===== src/rtl/irq_sel_pkg.sv =====
package irq_sel_pkg;
    typedef enum logic [1:0] {
        CTL_IDLE   = 2'd0,
        CTL_LEVEL  = 2'd1,
        CTL_VECTOR = 2'd2
    } ctl_state_e;

    typedef enum logic {
        VEC_FREE = 1'b0,
        VEC_BUSY = 1'b1
    } vec_state_e;
endpackage


===== src/rtl/irq_pend_merge.sv =====
module irq_pend_merge #(
    parameter int N_LVL     = 16,
    parameter int SOFT_W    = 32,
    parameter int TICK_BIT  = 0,
    parameter int STICK_BIT = 16,
    parameter int TIMER_LVL = 14
) (
    input  logic [N_LVL-1:0]  ext_lvl_i,
    input  logic [SOFT_W-1:0] soft_i,
    output logic [N_LVL-1:0]  pend_o
);
    logic timer_hit;
    assign timer_hit = soft_i[TICK_BIT] | soft_i[STICK_BIT];

    for (genvar g = 0; g < N_LVL; g++) begin : g_lvl
        logic soft_part;
        if (g < SOFT_W && g != TICK_BIT && g != STICK_BIT) begin : g_soft
            assign soft_part = soft_i[g];
        end else begin : g_nosoft
            assign soft_part = 1'b0;
        end
        if (g == TIMER_LVL) begin : g_tmr
            assign pend_o[g] = ext_lvl_i[g] | soft_part | timer_hit;
        end else begin : g_plain
            assign pend_o[g] = ext_lvl_i[g] | soft_part;
        end
    end
endmodule


===== src/rtl/irq_prio_pick.sv =====
module irq_prio_pick #(
    parameter int N_LVL = 16,
    localparam int LW   = $clog2(N_LVL)
) (
    input  logic [N_LVL-1:0] pend_i,
    input  logic [LW-1:0]    pil_i,
    output logic             cand_vld_o,
    output logic [LW-1:0]    cand_lvl_o
);
    logic [N_LVL-1:0] elig;

    for (genvar g = 0; g < N_LVL; g++) begin : g_elig
        assign elig[g] = pend_i[g] && (LW'(g) > pil_i);
    end

    always_comb begin
        cand_vld_o = 1'b0;
        cand_lvl_o = '0;
        for (int i = 0; i < N_LVL; i++) begin
            if (elig[i]) begin
                cand_vld_o = 1'b1;
                cand_lvl_o = LW'(i);
            end
        end
    end
endmodule


===== src/rtl/irq_vec_latch.sv =====
module irq_vec_latch
    import irq_sel_pkg::*;
#(
    parameter int VNUM_W = 6,
    parameter int DATA_W = 16
) (
    input  logic              clk,
    input  logic              rst_n,
    input  logic              vec_req_i,
    input  logic [VNUM_W-1:0] vec_num_i,
    output logic              raise_o,
    output logic              lower_o,
    output logic              busy_o,
    output logic [DATA_W-1:0] data0_o,
    output logic [DATA_W-1:0] data1_o,
    output logic [DATA_W-1:0] data2_o
);
    localparam logic [DATA_W-1:0] TAG = DATA_W'(5'h1F) << 6;

    vec_state_e state_q, state_d;

    always_comb begin
        state_d = state_q;
        unique case (state_q)
            VEC_FREE: if (vec_req_i)  state_d = VEC_BUSY;
            VEC_BUSY: if (!vec_req_i) state_d = VEC_FREE;
        endcase
    end

    assign raise_o = (state_q == VEC_FREE) && vec_req_i;
    assign lower_o = (state_q == VEC_BUSY) && !vec_req_i;
    assign busy_o  = (state_q == VEC_BUSY);

    always_ff @(posedge clk or negedge rst_n) begin
        if (!rst_n) state_q <= VEC_FREE;
        else        state_q <= state_d;
    end

    always_ff @(posedge clk or negedge rst_n) begin
        if (!rst_n) begin
            data0_o <= '0;
            data1_o <= '0;
            data2_o <= '0;
        end else if (raise_o) begin
            data0_o <= TAG | DATA_W'(vec_num_i);
            data1_o <= '0;
            data2_o <= '0;
        end
    end

    assert_data_load_R7: assert property (@(posedge clk) disable iff (!rst_n)
        $rose(busy_o) |-> (data0_o == (TAG | DATA_W'($past(vec_num_i))))
                          && data1_o == '0 && data2_o == '0);
    assert_release_R8: assert property (@(posedge clk) disable iff (!rst_n)
        $fell(busy_o) |-> !$past(vec_req_i));
endmodule


===== src/rtl/irq_req_ctrl.sv =====
module irq_req_ctrl
    import irq_sel_pkg::*;
#(
    parameter int              LW       = 4,
    parameter int              TT_W     = 9,
    parameter int              TL_W     = 3,
    parameter logic [TT_W-1:0] EXT_BASE = 9'h040,
    parameter logic [TT_W-1:0] VEC_TT   = 9'h060,
    parameter logic [TT_W-1:0] GRP_MASK = 9'h1F0
) (
    input  logic            clk,
    input  logic            rst_n,
    input  logic            cand_vld_i,
    input  logic [LW-1:0]   cand_lvl_i,
    input  logic            int_en_i,
    input  logic [TL_W-1:0] trap_lvl_i,
    input  logic [TT_W-1:0] cur_tt_i,
    input  logic            vraise_i,
    input  logic            vlower_i,
    output logic [TT_W-1:0] code_o,
    output logic            req_o
);
    ctl_state_e      state_q, state_d;
    logic [TT_W-1:0] code_d;
    logic [TT_W-1:0] cand_code;
    logic            nested_block;

    assign cand_code    = EXT_BASE | TT_W'(cand_lvl_i);
    assign nested_block = (trap_lvl_i != '0) && ((cur_tt_i & GRP_MASK) == EXT_BASE)
                          && (cur_tt_i > cand_code);

    always_comb begin
        state_d = state_q;
        code_d  = code_o;
        if (vraise_i) begin
            state_d = CTL_VECTOR;
            code_d  = VEC_TT;
        end else if (vlower_i) begin
            state_d = CTL_IDLE;
            code_d  = '0;
        end else begin
            unique case (state_q)
                CTL_VECTOR: ;
                CTL_IDLE, CTL_LEVEL: begin
                    if (!cand_vld_i || !int_en_i) begin
                        state_d = CTL_IDLE;
                        code_d  = '0;
                    end else if (!nested_block &&
                                 (state_q == CTL_IDLE || code_o != cand_code)) begin
                        state_d = CTL_LEVEL;
                        code_d  = cand_code;
                    end
                end
                default: ;
            endcase
        end
    end

    always_ff @(posedge clk or negedge rst_n) begin
        if (!rst_n) state_q <= CTL_IDLE;
        else        state_q <= state_d;
    end

    always_ff @(posedge clk or negedge rst_n) begin
        if (!rst_n) begin
            code_o <= '0;
            req_o  <= 1'b0;
        end else begin
            code_o <= code_d;
            req_o  <= (state_d != CTL_IDLE);
        end
    end

    assert_idle_code_zero_R4: assert property (@(posedge clk) disable iff (!rst_n)
        !req_o |-> code_o == '0);
endmodule


===== src/rtl/irq_level_arbiter.sv =====
module irq_level_arbiter
    import irq_sel_pkg::*;
#(
    parameter int N_LVL     = 16,
    parameter int SOFT_W    = 32,
    parameter int TICK_BIT  = 0,
    parameter int STICK_BIT = 16,
    parameter int TIMER_LVL = 14,
    parameter int TT_W      = 9,
    parameter int TL_W      = 3,
    parameter int VNUM_W    = 6,
    parameter int DATA_W    = 16,
    parameter logic [TT_W-1:0] EXT_BASE = 9'h040,
    parameter logic [TT_W-1:0] VEC_TT   = 9'h060,
    localparam int LW = $clog2(N_LVL)
) (
    input  logic              clk,
    input  logic              rst_n,
    input  logic [N_LVL-1:0]  ext_lvl_i,
    input  logic [SOFT_W-1:0] soft_i,
    input  logic [LW-1:0]     pil_i,
    input  logic              int_en_i,
    input  logic [TL_W-1:0]   trap_lvl_i,
    input  logic [TT_W-1:0]   cur_tt_i,
    input  logic              vec_req_i,
    input  logic [VNUM_W-1:0] vec_num_i,
    output logic [TT_W-1:0]   trap_code_o,
    output logic              req_o,
    output logic              vec_busy_o,
    output logic [DATA_W-1:0] vec_data0_o,
    output logic [DATA_W-1:0] vec_data1_o,
    output logic [DATA_W-1:0] vec_data2_o
);
    logic [N_LVL-1:0] pend;
    logic             cand_vld;
    logic [LW-1:0]    cand_lvl;
    logic             vraise, vlower;

    irq_pend_merge #(
        .N_LVL(N_LVL), .SOFT_W(SOFT_W), .TICK_BIT(TICK_BIT),
        .STICK_BIT(STICK_BIT), .TIMER_LVL(TIMER_LVL)
    ) merge_i (
        .ext_lvl_i(ext_lvl_i), .soft_i(soft_i), .pend_o(pend)
    );

    irq_prio_pick #(.N_LVL(N_LVL)) pick_i (
        .pend_i(pend), .pil_i(pil_i),
        .cand_vld_o(cand_vld), .cand_lvl_o(cand_lvl)
    );

    irq_vec_latch #(.VNUM_W(VNUM_W), .DATA_W(DATA_W)) vlat_i (
        .clk(clk), .rst_n(rst_n), .vec_req_i(vec_req_i), .vec_num_i(vec_num_i),
        .raise_o(vraise), .lower_o(vlower), .busy_o(vec_busy_o),
        .data0_o(vec_data0_o), .data1_o(vec_data1_o), .data2_o(vec_data2_o)
    );

    irq_req_ctrl #(
        .LW(LW), .TT_W(TT_W), .TL_W(TL_W), .EXT_BASE(EXT_BASE), .VEC_TT(VEC_TT)
    ) ctrl_i (
        .clk(clk), .rst_n(rst_n), .cand_vld_i(cand_vld), .cand_lvl_i(cand_lvl),
        .int_en_i(int_en_i), .trap_lvl_i(trap_lvl_i), .cur_tt_i(cur_tt_i),
        .vraise_i(vraise), .vlower_i(vlower),
        .code_o(trap_code_o), .req_o(req_o)
    );

    assert_vector_wins_R7: assert property (@(posedge clk) disable iff (!rst_n)
        vec_busy_o |-> req_o && trap_code_o == VEC_TT);
    assert_disabled_quiet_R5: assert property (@(posedge clk) disable iff (!rst_n)
        (!$past(int_en_i) && !vec_busy_o) |-> !req_o);
endmodule


===== config.mk =====
export PLATFORM = sky130hd
export DESIGN_NAME = irq_level_arbiter
export DESIGN_NICKNAME = d
export VERILOG_FILES = /design/src/rtl/irq_sel_pkg.sv /design/src/rtl/irq_pend_merge.sv /design/src/rtl/irq_prio_pick.sv /design/src/rtl/irq_vec_latch.sv /design/src/rtl/irq_req_ctrl.sv /design/src/rtl/irq_level_arbiter.sv
export SDC_FILE = /design/constraint.sdc
export NUM_CORES = 1
export LEC_CHECK = 0
export BUFFER_PORTS_ARGS = -buffer_cell sky130_fd_sc_hd__buf_2
export CAP_MARGIN = 20
export CORE_ASPECT_RATIO = 0.8
export CORE_MARGIN = 3
export CORE_UTILIZATION = 45
export CTS_CLUSTER_SIZE = 30
export DETAILED_ROUTE_END_ITERATION = 7
export MAX_ROUTING_LAYER = met4
export PLACE_DENSITY_LB_ADDON = 0.15
export SLEW_MARGIN = 10
export SYNTH_ARGS = -nofsm -noshare
export SYNTH_HDL_FRONTEND = slang
export SYNTH_SLANG_ARGS = --single-unit
export TNS_END_PERCENT = 20

===== constraint.sdc =====
create_clock -name clk -period 5.97 [get_ports clk]
set_input_delay 0 -clock clk [delete_from_list [all_inputs] [get_ports clk]]
set_output_delay 0 -clock clk [all_outputs]
set_load 0.02 [all_outputs]

==> results.py <==
metrics = {
    "route": {
        "m1WireLength_um": 1960,
        "route.met3.wl_um": 394,
        "dr.max_layer_used": "met4",
        "drtIter0Drc": 91,
        "vias_per_cell": 4.95,
        "remaining_drc_errors": 0,
        "dr.pass1.iters": 4,
        "routed_wl_um": 4310,
        "ant_nets": 0,
        "wl_per_cell_um": 12.0,
        "wl_met2_um": 1920,
        "vias": 1776,
    },
    "finish": {
        "area_delta_synth_final_pct": 18.8,
        "nFillCells": 383,
        "layout-drive-gt1-share": 0.336,
        "nets": 385,
        "layout_commonest_cell": "buf_2",
        "final_cell_mix": "buf_2 (76), conb_1 (40), nand2_1 (17), dfrtp_1 (17), nor2_1 (15)",
        "antennaDiodeCount": 0,
    },
    "yosys": {
        "synth.ff_latch_count": 17,
        "netlist_instances": 228,
        "synth_area_um2": 1870,
        "syn_area_per_cell_um2": 8.19,
        "synth_cell_types": 59,
        "synth_ff_type": "dfrtp_1",
        "synth_edf_count": 0,
        "synth-seq-area-share": 0.228,
        "ys_async_sr_fraction": 1.00,
        "synth-warning-count": 0,
    },
    "cts": {
        "insertion_delay_ps": 250,
        "cts_made_buffers": 3,
        "cts_buffer_depth": 2,
        "cts-root-buf": "clkbuf_8",
        "hold_buffers": 8,
        "cts_tree": "done",
        "postCtsSetupRepairBufs": 0,
        "cts-htree-levels": 1,
        "path_clk_slew_ps": 60,
        "clock_sinks": 17,
        "cts_resized": 0,
    },
    "timing": {
        "max_clock_freq_mhz": 349,
        "fin_crit_sh": 0.480,
        "period_minus_slack_ps": 2870,
        "finalHoldViolations": 0,
        "maxSlewHeadroom": 0.602,
        "setup_viol": 0,
        "rsz0062_at_grt": "false",
        "drv_slew": 0,
        "setup_tns_ps": 0,
        "whs_ps": 198,
        "fin_worst_skew_ps": 1.92,
        "setup_ws_ps": 3100,
        "tightest_slew_ps": 593,
    },
    "die": {
        "start_util": 0.479,
        "rows": 20,
        "die_h_um": 63.6,
        "io_pins": 133,
        "core_um2": 3900,
        "dieArea_um2": 4960,
        "die-width_um": 78.0,
    },
    "critical_path": {
        "cp-end-kind": "flop",
        "timing.critical_path.fanout_max": 20,
        "arrival_ps": 2990,
        "reg2regPathDepth": 7,
        "critPathRequiredTime_ps": 6100,
        "r2r-start": "ctrl_i.code_o[0]$_DFFE_PN0P_",
        "crit_path_start_kind": "primary input",
        "r2r_slack_ps": 3760,
        "path_class": "in -> reg",
        "r2r_end": "ctrl_i.code_o[0]$_DFFE_PN0P_",
    },
    "power": {
        "power_density_nw_per_um2": 178,
        "p_leak_nw": 1.13,
        "vdd.ir_drop.worst_uv": 109,
    },
    "place": {
        "place_congestion": 0.814,
        "dp_slack_ps": 2870,
        "dpl.hpwl_um": 3520,
        "port_buffers": 76,
    },
    "grt": {
        "gr-total-overflow": 0,
        "grt_max_degree": 21,
        "grt_pass1_wl_um": 6910,
        "grt_pass1_vias": 1530,
        "grt_use_total": 0.176,
        "antenna_found_initial": 0,
    },
    "worst_hold_path": {
        "hold_path_class": "in -> async",
    },
    "flow_run": {
        "maxCapViolCount": 0,
    },
    "outcome": {
        "status": "finished clean",
    },
}
## sequential cells by signal (all words and copies together) (netlist names)
register and count:
ctrl_i.code_o 6, ctrl_i.req_o 1, ctrl_i.state_q 2, vlat_i.busy_o 1, vlat_i.data0_o 7
## power breakdown
part / switching, mW / internal [mW]
Combinational: 0.100 / 0.0654
Sequential: 0.0140 / 0.132
Clock: 0.0367 / 0.0473
Total: 0.151 / 0.244
## stage by stage
step / util / instances / instance area, um2 / power (mW)
2_1_floorplan: - / 267 / 2010 / 0.278
3_3_place_gp: 0.536 / 347 / 2090 / 0.306
3_5_place_dp: 0.536 / 347 / 2090 / 0.308
4_1_cts: 0.568 / 359 / 2220 / 0.397
5_1_grt: 0.568 / 359 / 2220 / 0.421
6_report: 0.568 / 359 / 2220 / 0.395
## how the worst max path moves through the flow
stage,startpoint,to,slack [ps],depth (start not counted)
after floorplan,pil_i[3],ctrl_i.req_o$_DFF_PN0_,3390,16
after global placement,pil_i[3],ctrl_i.code_o[0]$_DFFE_PN0P_,2940,14
after detailed placement,pil_i[3],ctrl_i.code_o[0]$_DFFE_PN0P_,2870,14
after CTS,pil_i[3],ctrl_i.code_o[0]$_DFFE_PN0P_,3110,14
after global routing,pil_i[3],ctrl_i.code_o[0]$_DFFE_PN0P_,2870,14
final,pil_i[3],ctrl_i.code_o[0]$_DFFE_PN0P_,3100,14
## critical path, stage by stage
cell and delay (ps):
buf_2 270, o21ba_2 230, o31a_1 240, or2_2 310, o21ai_0 340, inv_1 100, ha_1 300, nand4_1 90
o311ai_0 130, a21oi_1 310, nor2_1 70, nand2_1 180, o21ai_2 100, a221o_1 320
## cells in the mapped netlist, drive strengths merged (2+ instances only)
| master | number | area share |
|---|---|---|
| o2bb2ai | 3 | 0.014 |
| a211oi | 4 | 0.016 |
| o21ai | 11 | 0.031 |
| nor3 | 6 | 0.022 |
| o211ai | 3 | 0.012 |
| nand2b | 2 | 0.0067 |
| o31a | 2 | 0.0094 |
| nor4b | 2 | 0.017 |
| nand2 | 17 | 0.034 |
| o31ai | 2 | 0.0080 |
| o22ai | 4 | 0.013 |
| a211o | 3 | 0.014 |
| nor2 | 15 | 0.030 |
| o311ai | 2 | 0.0094 |
| a31oi | 2 | 0.0067 |
| nand3 | 4 | 0.011 |
| a221o | 2 | 0.011 |
| o21ba | 2 | 0.011 |
| o211a | 3 | 0.016 |
| or4 | 2 | 0.010 |
| and2 | 3 | 0.012 |
| o21a | 3 | 0.012 |
| nor2b | 3 | 0.010 |
| and3 | 3 | 0.011 |
| inv | 13 | 0.026 |
| nor4 | 2 | 0.0067 |
| a21oi | 7 | 0.019 |
| buf | 50 | 0.20 |
| or2 | 6 | 0.020 |
| a21o | 2 | 0.0080 |
| o21bai | 3 | 0.012 |
| mux2 | 6 | 0.036 |
| dfrtp | 17 | 0.23 |
| ha | 6 | 0.040 |
## area by class of cell
cell class | count | area (um2) | share of cell area
Timing Repair Buffer | 84 | 460 | 0.208
Sequential cell | 17 | 425 | 0.192
Multi-Input combinational cell | 186 | 1170 | 0.527
Clock buffer | 4 | 45.0 | 0.0203
Tap cell | 55 | 68.8 | 0.0310
Inverter | 13 | 48.8 | 0.0220
## logic make-up (layout without fill, tap and decap cells)
| logic type | count (synthesis) | count (layout) | synth area share |
|---|---|---|---|
| buf+inv | 64 | 101 | 0.224 |
| fa+ha+maj | 6 | 6 | 0.0402 |
| flops | 17 | 17 | 0.228 |
| mux | 6 | 6 | 0.0362 |
| other cells | 1 | 40 | 0.00201 |
| xor+xnor | 1 | 1 | 0.00469 |
| simple gates | 69 | 69 | 0.213 |
| compound gates | 64 | 64 | 0.252 |
## layer usage
layer,vias to the layer above,GRT usage
met5,-,-
met4,0,0.0197
met3,4,0.0300
met2,87,0.271
met1,792,0.249
li1,893,-
No activity file was read; power rests on OpenSTA's default activity.
